File: src/rtl/wl_dec_pkg.sv
package wl_dec_pkg;
  localparam int unsigned GA_W   = 3;
  localparam int unsigned GB_W   = 2;
  localparam int unsigned GC_W   = 2;
  localparam int unsigned ADDR_W = GA_W + GB_W + GC_W;
  localparam int unsigned ROWS   = 1 << ADDR_W;
  localparam int unsigned GA_N   = 1 << GA_W;
  localparam int unsigned GB_N   = 1 << GB_W;
  localparam int unsigned GC_N   = 1 << GC_W;
  localparam logic [ADDR_W-1:0] IDLE_ADDR = '1;
endpackage

File: src/rtl/wl_predec.sv
module wl_predec #(
  parameter int unsigned IN_W = 2
) (
  input  logic [IN_W-1:0]      sel_i,
  output logic [(1<<IN_W)-1:0] hot_o
);
  localparam int unsigned OUT_N = 1 << IN_W;

  for (genvar k = 0; k < OUT_N; k++) begin : g_out
    localparam logic [IN_W-1:0] K = IN_W'(k);
    assign hot_o[k] = (sel_i == K);
  end
endmodule

File: src/rtl/wl_post_array.sv
module wl_post_array
  import wl_dec_pkg::*;
(
  input  logic [GA_N-1:0] pre_a_i,
  input  logic [GB_N-1:0] pre_b_i,
  input  logic [GC_N-1:0] pre_c_i,
  input  logic            en_i,
  output logic [ROWS-1:0] wl_o
);
  for (genvar n = 0; n < ROWS; n++) begin : g_row
    localparam int unsigned IA = n % GA_N;
    localparam int unsigned IB = (n / GA_N) % GB_N;
    localparam int unsigned IC = n / (GA_N * GB_N);
    assign wl_o[n] = pre_a_i[IA] & pre_b_i[IB] & pre_c_i[IC] & en_i;
  end
endmodule

File: src/rtl/idle_stress_wl_decoder.sv
module idle_stress_wl_decoder
  import wl_dec_pkg::*;
#(
  parameter bit MITIGATE = 1'b1
) (
  input  logic              clk_i,
  input  logic              rst_ni,
  input  logic [ADDR_W-1:0] host_addr_i,
  input  logic              mem_en_i,
  input  logic              dec_en_i,
  output logic [ROWS-1:0]   wordline_o,
  output logic [GA_N-1:0]   pre_a_o,
  output logic [GB_N-1:0]   pre_b_o,
  output logic [GC_N-1:0]   pre_c_o
);
  logic [ADDR_W-1:0] addr_q;
  logic [ADDR_W-1:0] addr_d;

  if (MITIGATE) begin : g_mux
    assign addr_d = mem_en_i ? host_addr_i : IDLE_ADDR;
  end else begin : g_hold
    assign addr_d = mem_en_i ? host_addr_i : addr_q;
  end

  always_ff @(posedge clk_i or negedge rst_ni) begin
    if (!rst_ni) addr_q <= IDLE_ADDR;
    else         addr_q <= addr_d;
  end

  wl_predec #(.IN_W(GA_W)) u_pre_a (
    .sel_i (addr_q[GA_W-1:0]),
    .hot_o (pre_a_o)
  );
  wl_predec #(.IN_W(GB_W)) u_pre_b (
    .sel_i (addr_q[GA_W+GB_W-1:GA_W]),
    .hot_o (pre_b_o)
  );
  wl_predec #(.IN_W(GC_W)) u_pre_c (
    .sel_i (addr_q[ADDR_W-1:GA_W+GB_W]),
    .hot_o (pre_c_o)
  );

  wl_post_array u_post (
    .pre_a_i (pre_a_o),
    .pre_b_i (pre_b_o),
    .pre_c_i (pre_c_o),
    .en_i    (dec_en_i),
    .wl_o    (wordline_o)
  );

  AST_HOST_LOAD: assert property (@(posedge clk_i) disable iff (!rst_ni)
    mem_en_i |=> addr_q == $past(host_addr_i));

  if (MITIGATE) begin : g_ast_mit
    AST_IDLE_ONES: assert property (@(posedge clk_i) disable iff (!rst_ni)
      !mem_en_i |=> (pre_a_o[GA_N-1] && pre_b_o[GB_N-1] && pre_c_o[GC_N-1]));
  end else begin : g_ast_hold
    AST_IDLE_HOLD: assert property (@(posedge clk_i) disable iff (!rst_ni)
      !mem_en_i |=> $stable(addr_q));
  end

  AST_PRE_ONEHOT: assert property (@(posedge clk_i) disable iff (!rst_ni)
    $onehot(pre_a_o) && $onehot(pre_b_o) && $onehot(pre_c_o));
  AST_WL_GATED: assert property (@(posedge clk_i) disable iff (!rst_ni)
    !dec_en_i |-> wordline_o == '0);
  AST_WL_ONEHOT0: assert property (@(posedge clk_i) disable iff (!rst_ni)
    $onehot0(wordline_o));
  AST_WL_MATCH: assert property (@(posedge clk_i) disable iff (!rst_ni)
    dec_en_i |-> wordline_o[addr_q]);
endmodule

File: config.mk
export PLATFORM = sky130hd
export DESIGN_NAME = idle_stress_wl_decoder
export DESIGN_NICKNAME = d
export VERILOG_FILES = /design/src/rtl/wl_dec_pkg.sv /design/src/rtl/wl_predec.sv /design/src/rtl/wl_post_array.sv /design/src/rtl/idle_stress_wl_decoder.sv
export SDC_FILE = /design/constraint.sdc
export NUM_CORES = 1
export LEC_CHECK = 0
export CORE_UTILIZATION = 31
export CTS_BUF_LIST = sky130_fd_sc_hd__clkbuf_8
export CTS_CLUSTER_DIAMETER = 200
export CTS_CLUSTER_SIZE = 20
export DETAILED_ROUTE_END_ITERATION = 10
export PLACE_DENSITY = 0.86
export SYNTH_ARGS = -nofsm -noshare
export SYNTH_HDL_FRONTEND = slang
export SYNTH_SLANG_ARGS = --single-unit
File: constraint.sdc
create_clock -name clk_i -period 3.8 [get_ports clk_i]
set_input_delay 0.95 -clock clk_i [delete_from_list [all_inputs] [get_ports clk_i]]
set_output_delay 0.95 -clock clk_i [all_outputs]
set_load 0.05 [all_outputs]
==> summary.txt, run 1 <==
Floorplan
  • IO Count: about 160
  • Die Ht: around 70 um
  • FP Rows: 24
  • Core area: ~0.0044 mm2
  • Die Wd: 69.6 um
  • Starting Density: between 30 and 40%
  • DIE AREA: about 0.0048 mm2

Synth
  • Syn Inst Count: approximately 240
  • YS warnings: 0
  • Mapped Avg Cell Area: between 5 and 6 um2
  • Netlist Area Pre-Place: about 0.0014 mm2
  • Ys flop type: dfstp_2
  • Most instantiated library cell after synthesis: nor2_1
  • Number of synthesized flops with an enable pin: 0
  • Post-synth top area share: 33.9%
  • FFs w/ async S/R, synth: 100%
  • Synthesized Nets: around 250
  • Synth top area cells: nor2_1 34%, dfstp_2 13%, nand4bb_1 13%
  • Area leader, netlist: nor2_1
  • Synth unique cells: 20
  • Post-synth top cells: 128 x nor2_1, 16 x buf_2, 16 x nand4bb_1
  • Register area share after synthesis: between 10% and 20%
  • Post-synthesis sequential element count: 7

Cells and area
  • ANT cells: 0
  • Biggest regs: addr_q x7
  • Area growth, synth to finish: 201%
  • Number of flip-flops in the largest register: 7
  • Sequential Area: between 150 and 200 um2
  • Multi-input logic area: around 0.0011 mm2
  • Fillcell total: 71
  • Layout cells sized above 1: between 30 and 40%
  • Top reg by flops: addr_q
  • Final #Nets: around 380
  • End-of-flow core utilization: 97.3%

Setup path
  • Critical Path Sink Type: output pin
  • Critical-path cell list: clkdlybuf4s50_1 -> buf_4 -> nand4b_1 -> nor2_1 -> buf_12
  • Worst path bufs/invs: 3
  • Crit path required time: 2.85 ns
  • Critical path's top delay family: buffers and inverters
  • CP Launch Type: input port
  • Kind of critical path: in -> out
  • Critical path fanouts, max: 9
  • Crit path max-delay cell type: clkdlybuf4s50_1
  • Worst EP arrival: 2.78 ns
  • Slowest Stage Delay on Critical Path: 0.57 ns

Clock tree
  • Sinks on Clock Net: 7
  • Total CTS buffers: 3
  • CTS H-tree lvls: 1
  • CTS tree: done
  • Worst-path clk slew: 0.04 ns
  • Post-CTS resize count: 0
  • Clock root cell: clkbuf_8
  • Post-CTS Setup Repair Bufs: 0
  • Hold_buf cts: 0
  • Clock tree buffer depth: 2

Power and ir drop
  • Pwr Density: a little under 90 mW/mm2
  • Leakage power: between 1.5 and 2 nW
  • Worst ir drop on vdd: ~0.22 mV

STA
  • WHS: between 1 and 1.5 ns
  • Unrepaired setup endpoints after global routing: false
  • Slew Viols, Final: 0
  • Post-route setup TNS: 0 ns
  • Max Freq: approximately 270 MHz
  • Least-Margin Pin Slew: 0.695 ns
  • Final setup fails: 0
  • Slew HR: between 50% and 60%
  • Min Tclk post-route: 3.73 ns
  • Period Utilization, post-route: 98.0%
  • Final Hold Viols: 0

GRT
  • First-pass GRT wire length: 16500 um
  • Gr usage total: 43.9%
  • Total grt overflow: 0
  • Initial antenna violation count: 0
  • Vias in the first global route: approximately 2800
  • Largest net degree at the start of global routing: 40

Drt
  • Post-DR wirelength/cell: about 26 um
  • DRT antenna net count: 0
  • # DRC: 0
  • DRT Pass-1 Iters: 5
  • Final wirelength: between 10000 and 15000 um
  • Vias: ~2700
  • Drt initial violations: roughly 280
  • Vias per cell: 6.31

Outcome
  • Status: complete, no violations

Placed design
  • Input/output buffers: around 150
  • Dpl hpwl: 7100 um
  • Routability cong.: between 0.8 and 0.9

Run
  • MaxCap Viol Count: 0

Min path
  • Hold Path Class: in -> async
## placed cells by master, fill, tap and decap left out, drive strengths merged, types with 3 or more instances in the layout
master / Yosys / layout
buf: 17 / 134
nand4: 4 / 4
nand4b: 13 / 13
clkbuf: 15 / 3
nand4bb: 16 / 16
nand2b: 7 / 7
nor3b: 3 / 3
nor4: 3 / 3
dfstp: 7 / 7
nor2: 128 / 128
nor2b: 4 / 4
or4b: 11 / 11
clkdlybuf4s50: 0 / 26
## routing by layer
layer  wire (um)  up-vias  track usage [%]
met1        3270     1280             43.0
met4         903        0             32.4
li1            -     1057                -
met5           0        -                0
met3         900       82             8.58
met2        5780      244             80.9
## metrics by stage
stage | power (W) | instances | setup slack, ns | instance area, um2
global route | 0.000391 | 422 | 0.0155 | 4260
finish | 0.000379 | 422 | 0.0748 | 4260
CTS | 0.000376 | 422 | 0.122 | 4260
floorplan | 0.000196 | 238 | 0.0144 | 1430
global placement | 0.000253 | 418 | 0.299 | 4220
detailed placement | 0.000265 | 418 | 0.144 | 4220
## worst paths after layout
check / start / depth (start not counted) / end
setup / recovery: dec_en_i / 5 / wordline_o[47]
hold / removal: rst_ni / 1 / addr_q[4]
max in group asynchronous: rst_ni / 1 / addr_q[2]
min in group clk_i: host_addr_i[4] / 2 / addr_q[4]
## where the power goes
| part | switching (W) | internal [W] | leakage (nW) |
|---|---|---|---|
| clock | 0.0000351 | 0.0000701 | 0.0269 |
| combinational | 0.0000965 | 0.0000623 | 1.40 |
| sequential | 0.0000321 | 0.0000826 | 0.0738 |
| total | 0.000164 | 0.000215 | 1.50 |
## cell families (layout without fill, tap and decap cells)
family	Yosys count	count (layout)	synth area share, %
flops	7	7	13.0
simple gates	199	199	76.9
buf+inv	32	164	10.2
## final cells by class
class,count,area share (%)
sequential,7,4.31
multi-input combinational,199,25.9
tap,52,1.53
timing repair buffer,160,67.3
clock buffer,3,0.968
clock inverter,1,0.0880
(Power assumes the default switching activity.)
==> run 2, diff against run 1 <==
--- a/config.mk
+++ b/config.mk
@@ -10,6 +10,7 @@
 export CTS_CLUSTER_DIAMETER = 200
 export CTS_CLUSTER_SIZE = 20
 export DETAILED_ROUTE_END_ITERATION = 10
+export HOLD_SLACK_MARGIN = 0.05
 export PLACE_DENSITY = 0.86
 export SYNTH_ARGS = -nofsm -noshare
 export SYNTH_HDL_FRONTEND = slang
==> results of run 2 <==
The final DEF is identical to that of run 1; final timing and power are the same.
==> run 3, diff against run 2 <==
--- a/config.mk
+++ b/config.mk
@@ -5,13 +5,14 @@
 export SDC_FILE = /design/constraint.sdc
 export NUM_CORES = 1
 export LEC_CHECK = 0
-export CORE_UTILIZATION = 31
+export CORE_UTILIZATION = 29
 export CTS_BUF_LIST = sky130_fd_sc_hd__clkbuf_8
 export CTS_CLUSTER_DIAMETER = 200
 export CTS_CLUSTER_SIZE = 20
 export DETAILED_ROUTE_END_ITERATION = 10
 export HOLD_SLACK_MARGIN = 0.05
-export PLACE_DENSITY = 0.86
+export PLACE_DENSITY = 0.81
+export SKIP_CTS_REPAIR_TIMING = 1
 export SYNTH_ARGS = -nofsm -noshare
 export SYNTH_HDL_FRONTEND = slang
 export SYNTH_SLANG_ARGS = --single-unit
==> constraint.sdc (replaced) <==
create_clock -name clk_i -period 3.7 [get_ports clk_i]
set_input_delay 0.925 -clock clk_i [delete_from_list [all_inputs] [get_ports clk_i]]
set_output_delay 0.925 -clock clk_i [all_outputs]
set_load 0.05 [all_outputs]
==> run 3 against run 2 <==
First-iteration DRC count fell by 27%; hold slack got worse by 0.017 ns; clock power about the same; die area grew 6.7%; clock-buffer cell count is the same; worst setup slack gained 0.040 ns; power fell by 0.15%; global-route usage down 12 points; critical path depth grew 1; combinational power shrank 4%; flip-flop and latch count stayed put; critical endpoint is now wordline_o[91]; highest routed layer unchanged.
==> summary.txt, run 3 (synthesis gave the netlist of run 1 again) <==
Power and ir drop
  • Pwr Density: 88.3 mW/mm2 (-0.56%)
  • Register share of total power: 31.2% (+0.9 points)
  • Clock share of power: 28.5% (+0.7 points)
  • Pint: 0.000220 W (+2.4%)
  • Combinational share of power: 40.4% (-1.5 points)
  • Leakage power: 1.50 nW (-0.29%)
  • Net Sw Power: 0.000158 W (-3.5%)
  • Worst ir drop on vdd: 0.262 mV (+18%)
  • Switching Fraction: 41.8% (-1.4 points)

Cells and area
  • Multi-input logic area: 0.00111 mm2 (+0.57%)
  • Area growth, synth to finish: 202%
  • Biggest regs: addr_q x7
  • Finished Cell Area: 0.00428 mm2 (+0.41%)
  • Sequential Area: 184 um2 (unchanged)
  • Final #Nets: 381 (-0.26%)
  • Fillcell total: 195 (+170%)
  • Layout cells sized above 1: 39.8% (+0.11 points)
  • Final Non-Filler Cells: 436 (+3.3%)
  • Top reg by flops: addr_q
  • Most frequent cells in the layout: 128 x nor2_1, 128 x buf_12, 26 x clkdlybuf4s50_1, 16 x nand4bb_1, 12 x nand4b_1
  • Number of flip-flops in the largest register: 7 (unchanged)
  • ANT cells: 0 (unchanged)

GRT
  • Gr usage total: 31.8% (-12 points)
  • Met2 GRT Util: 60.4% (-21 points)
  • GR Layer Usage met3: 4.86% (-3.7 points)
  • Largest net degree at the start of global routing: 42 (+5.0%)
  • Busiest grt layer: met2
  • Vias in the first global route: 2353 (-15%)
  • Initial antenna violation count: 0 (unchanged)
  • Met1 Resource Use GR: 35.0% (-8.0 points)
  • Total grt overflow: 0 (unchanged)
  • First-pass GRT wire length: 12900 um (-22%)

Floorplan
  • DIE AREA: 0.00517 mm2 (+6.7%)
  • FP Rows: 25 (+4.2%)
  • IO Count: 155 (unchanged)
  • Die Wd: 71.9 um (+3.3%)
  • Starting Density: 30.0% (-2.3 points)
  • Die Ht: 71.9 um (+3.3%)
  • Core area: 0.00472 mm2 (+7.7%)

Placed design
  • Post-place instance area: 0.00424 mm2 (+0.42%)
  • Dpl hpwl: 6220 um (-12%)
  • Routability cong.: 0.770 (-11%)
  • Inst Count DP: 432 (+3.3%)
  • Input/output buffers: 154 (unchanged)

STA
  • WHS: 1.22 ns (-0.0171 ns)
  • Slew Viols, Final: 0 (unchanged)
  • Least-Margin Pin Slew: 0.692 ns (-0.00274 ns)
  • Post-route setup TNS: 0 ns (unchanged)
  • Final Hold Viols: 0 (unchanged)
  • Slew HR: 53.9% (+0.18 points)
  • Final setup fails: 0 (unchanged)
  • Period Utilization, post-route: between 90% and 100%
  • Min Tclk post-route: 3.59 ns
  • Max Freq: approximately 280 MHz
  • Unrepaired setup endpoints after global routing: false

Outcome
  • Status: complete, no violations

Drt
  • Drt initial violations: 203 (-27%)
  • Vias: 2418 (-9.2%)
  • DRT antenna net count: 0 (unchanged)
  • Final wirelength: 8560 um (-21%)
  • DRT Pass-1 Iters: 4 (-1)
  • # DRC: 0 (unchanged)
  • Post-DR wirelength/cell: 19.6 um (-24%)
  • Vias per cell: 5.55 (-12%)

Setup path
  • Critical path fanouts, max: 11 (+2)
  • Critical Path Sink Type: output pin
  • CP dominant cell by count: buf_4
  • Crit path max-delay cell type: clkdlybuf4s50_1
  • Crit path required time: 2.77 ns (-0.08 ns)
  • Worst EP arrival: 2.66 ns (-0.12 ns)
  • Kind of critical path: in -> out
  • CP Launch Type: input port
  • Slowest Stage Delay on Critical Path: 0.51 ns (-0.06 ns)
  • Critical-path cell list: clkdlybuf4s50_1 -> buf_4 -> nand4_1 -> buf_4 -> nor2_1 -> buf_12

Clock tree
  • Total CTS buffers: 3 (unchanged)
  • Sinks on Clock Net: 7 (unchanged)
  • CTS H-tree lvls: 1 (unchanged)
  • Clock tree buffer depth: 2 (unchanged)
  • Worst-path clk slew: 0.04 ns (about the same)
  • Clock root cell: clkbuf_8
  • CTS tree: done

Run
  • MaxCap Viol Count: 0 (unchanged)

Min path
  • Hold Path Class: in -> async
## run 3: changes by cell type in the layout (fill, tap and decap cells not counted), sizes merged
| cell | before | now |
|---|---|---|
| buf | 134 | 133 |
## run 3: worst paths after layout
path,startpoint,end,slack [ns],cells after the start
min in group clk_i,host_addr_i[6],addr_q[6],1.23,2
worst max-delay path,dec_en_i,wordline_o[91],0.11,6
max in group asynchronous,rst_ni,addr_q[5],2.45,1
worst min-delay path,rst_ni,addr_q[2],1.22,1
## run 3: through the flow
stage	utilization [%]	setup slack (ns)	total power [W]
floorplan	-	0.467	0.000201
global placement	89.7	0.267	0.000259
detailed placement	89.7	0.138	0.000267
CTS	90.6	0.122	0.000377
global route	90.6	0.00244	0.000395
finish	90.6	0.115	0.000378
## run 3: worst max-delay path, delay by kind of cell
kind                   cells  cell delay, ns
and+or+nand+nor            2            0.54
buffers and inverters      4            1.18
## run 3: cell type report
class                           count  area share [%]
Timing Repair Buffer              159            66.8
Multi-Input combinational cell    199            25.9
Sequential cell                     7            4.30
Tap cell                           67            1.96
Clock buffer                        3           0.964
Clock inverter                      1          0.0877
## run 3: power groups by stage
| stage | logic (W) | clock network [W] | registers (W) |
|---|---|---|---|
| 2_1_floorplan | 0.000113 | 0 | 0.0000884 |
| 3_3_place_gp | 0.000145 | 0 | 0.000113 |
| 3_5_place_dp | 0.000151 | 0 | 0.000116 |
| 4_1_cts | 0.000152 | 0.000108 | 0.000117 |
| 5_1_grt | 0.000159 | 0.000115 | 0.000121 |
| 6_report | 0.000153 | 0.000108 | 0.000118 |
## run 3: routing by layer
metal / up-vias / wire length, um / share of wire (%)
li1: 1058 / - / -
met1: 1200 / 3000 / 35
met2: 132 / 4800 / 56
met3: 28 / 418 / 4.9
met4: 0 / 341 / 4.0
met5: - / 0 / 0
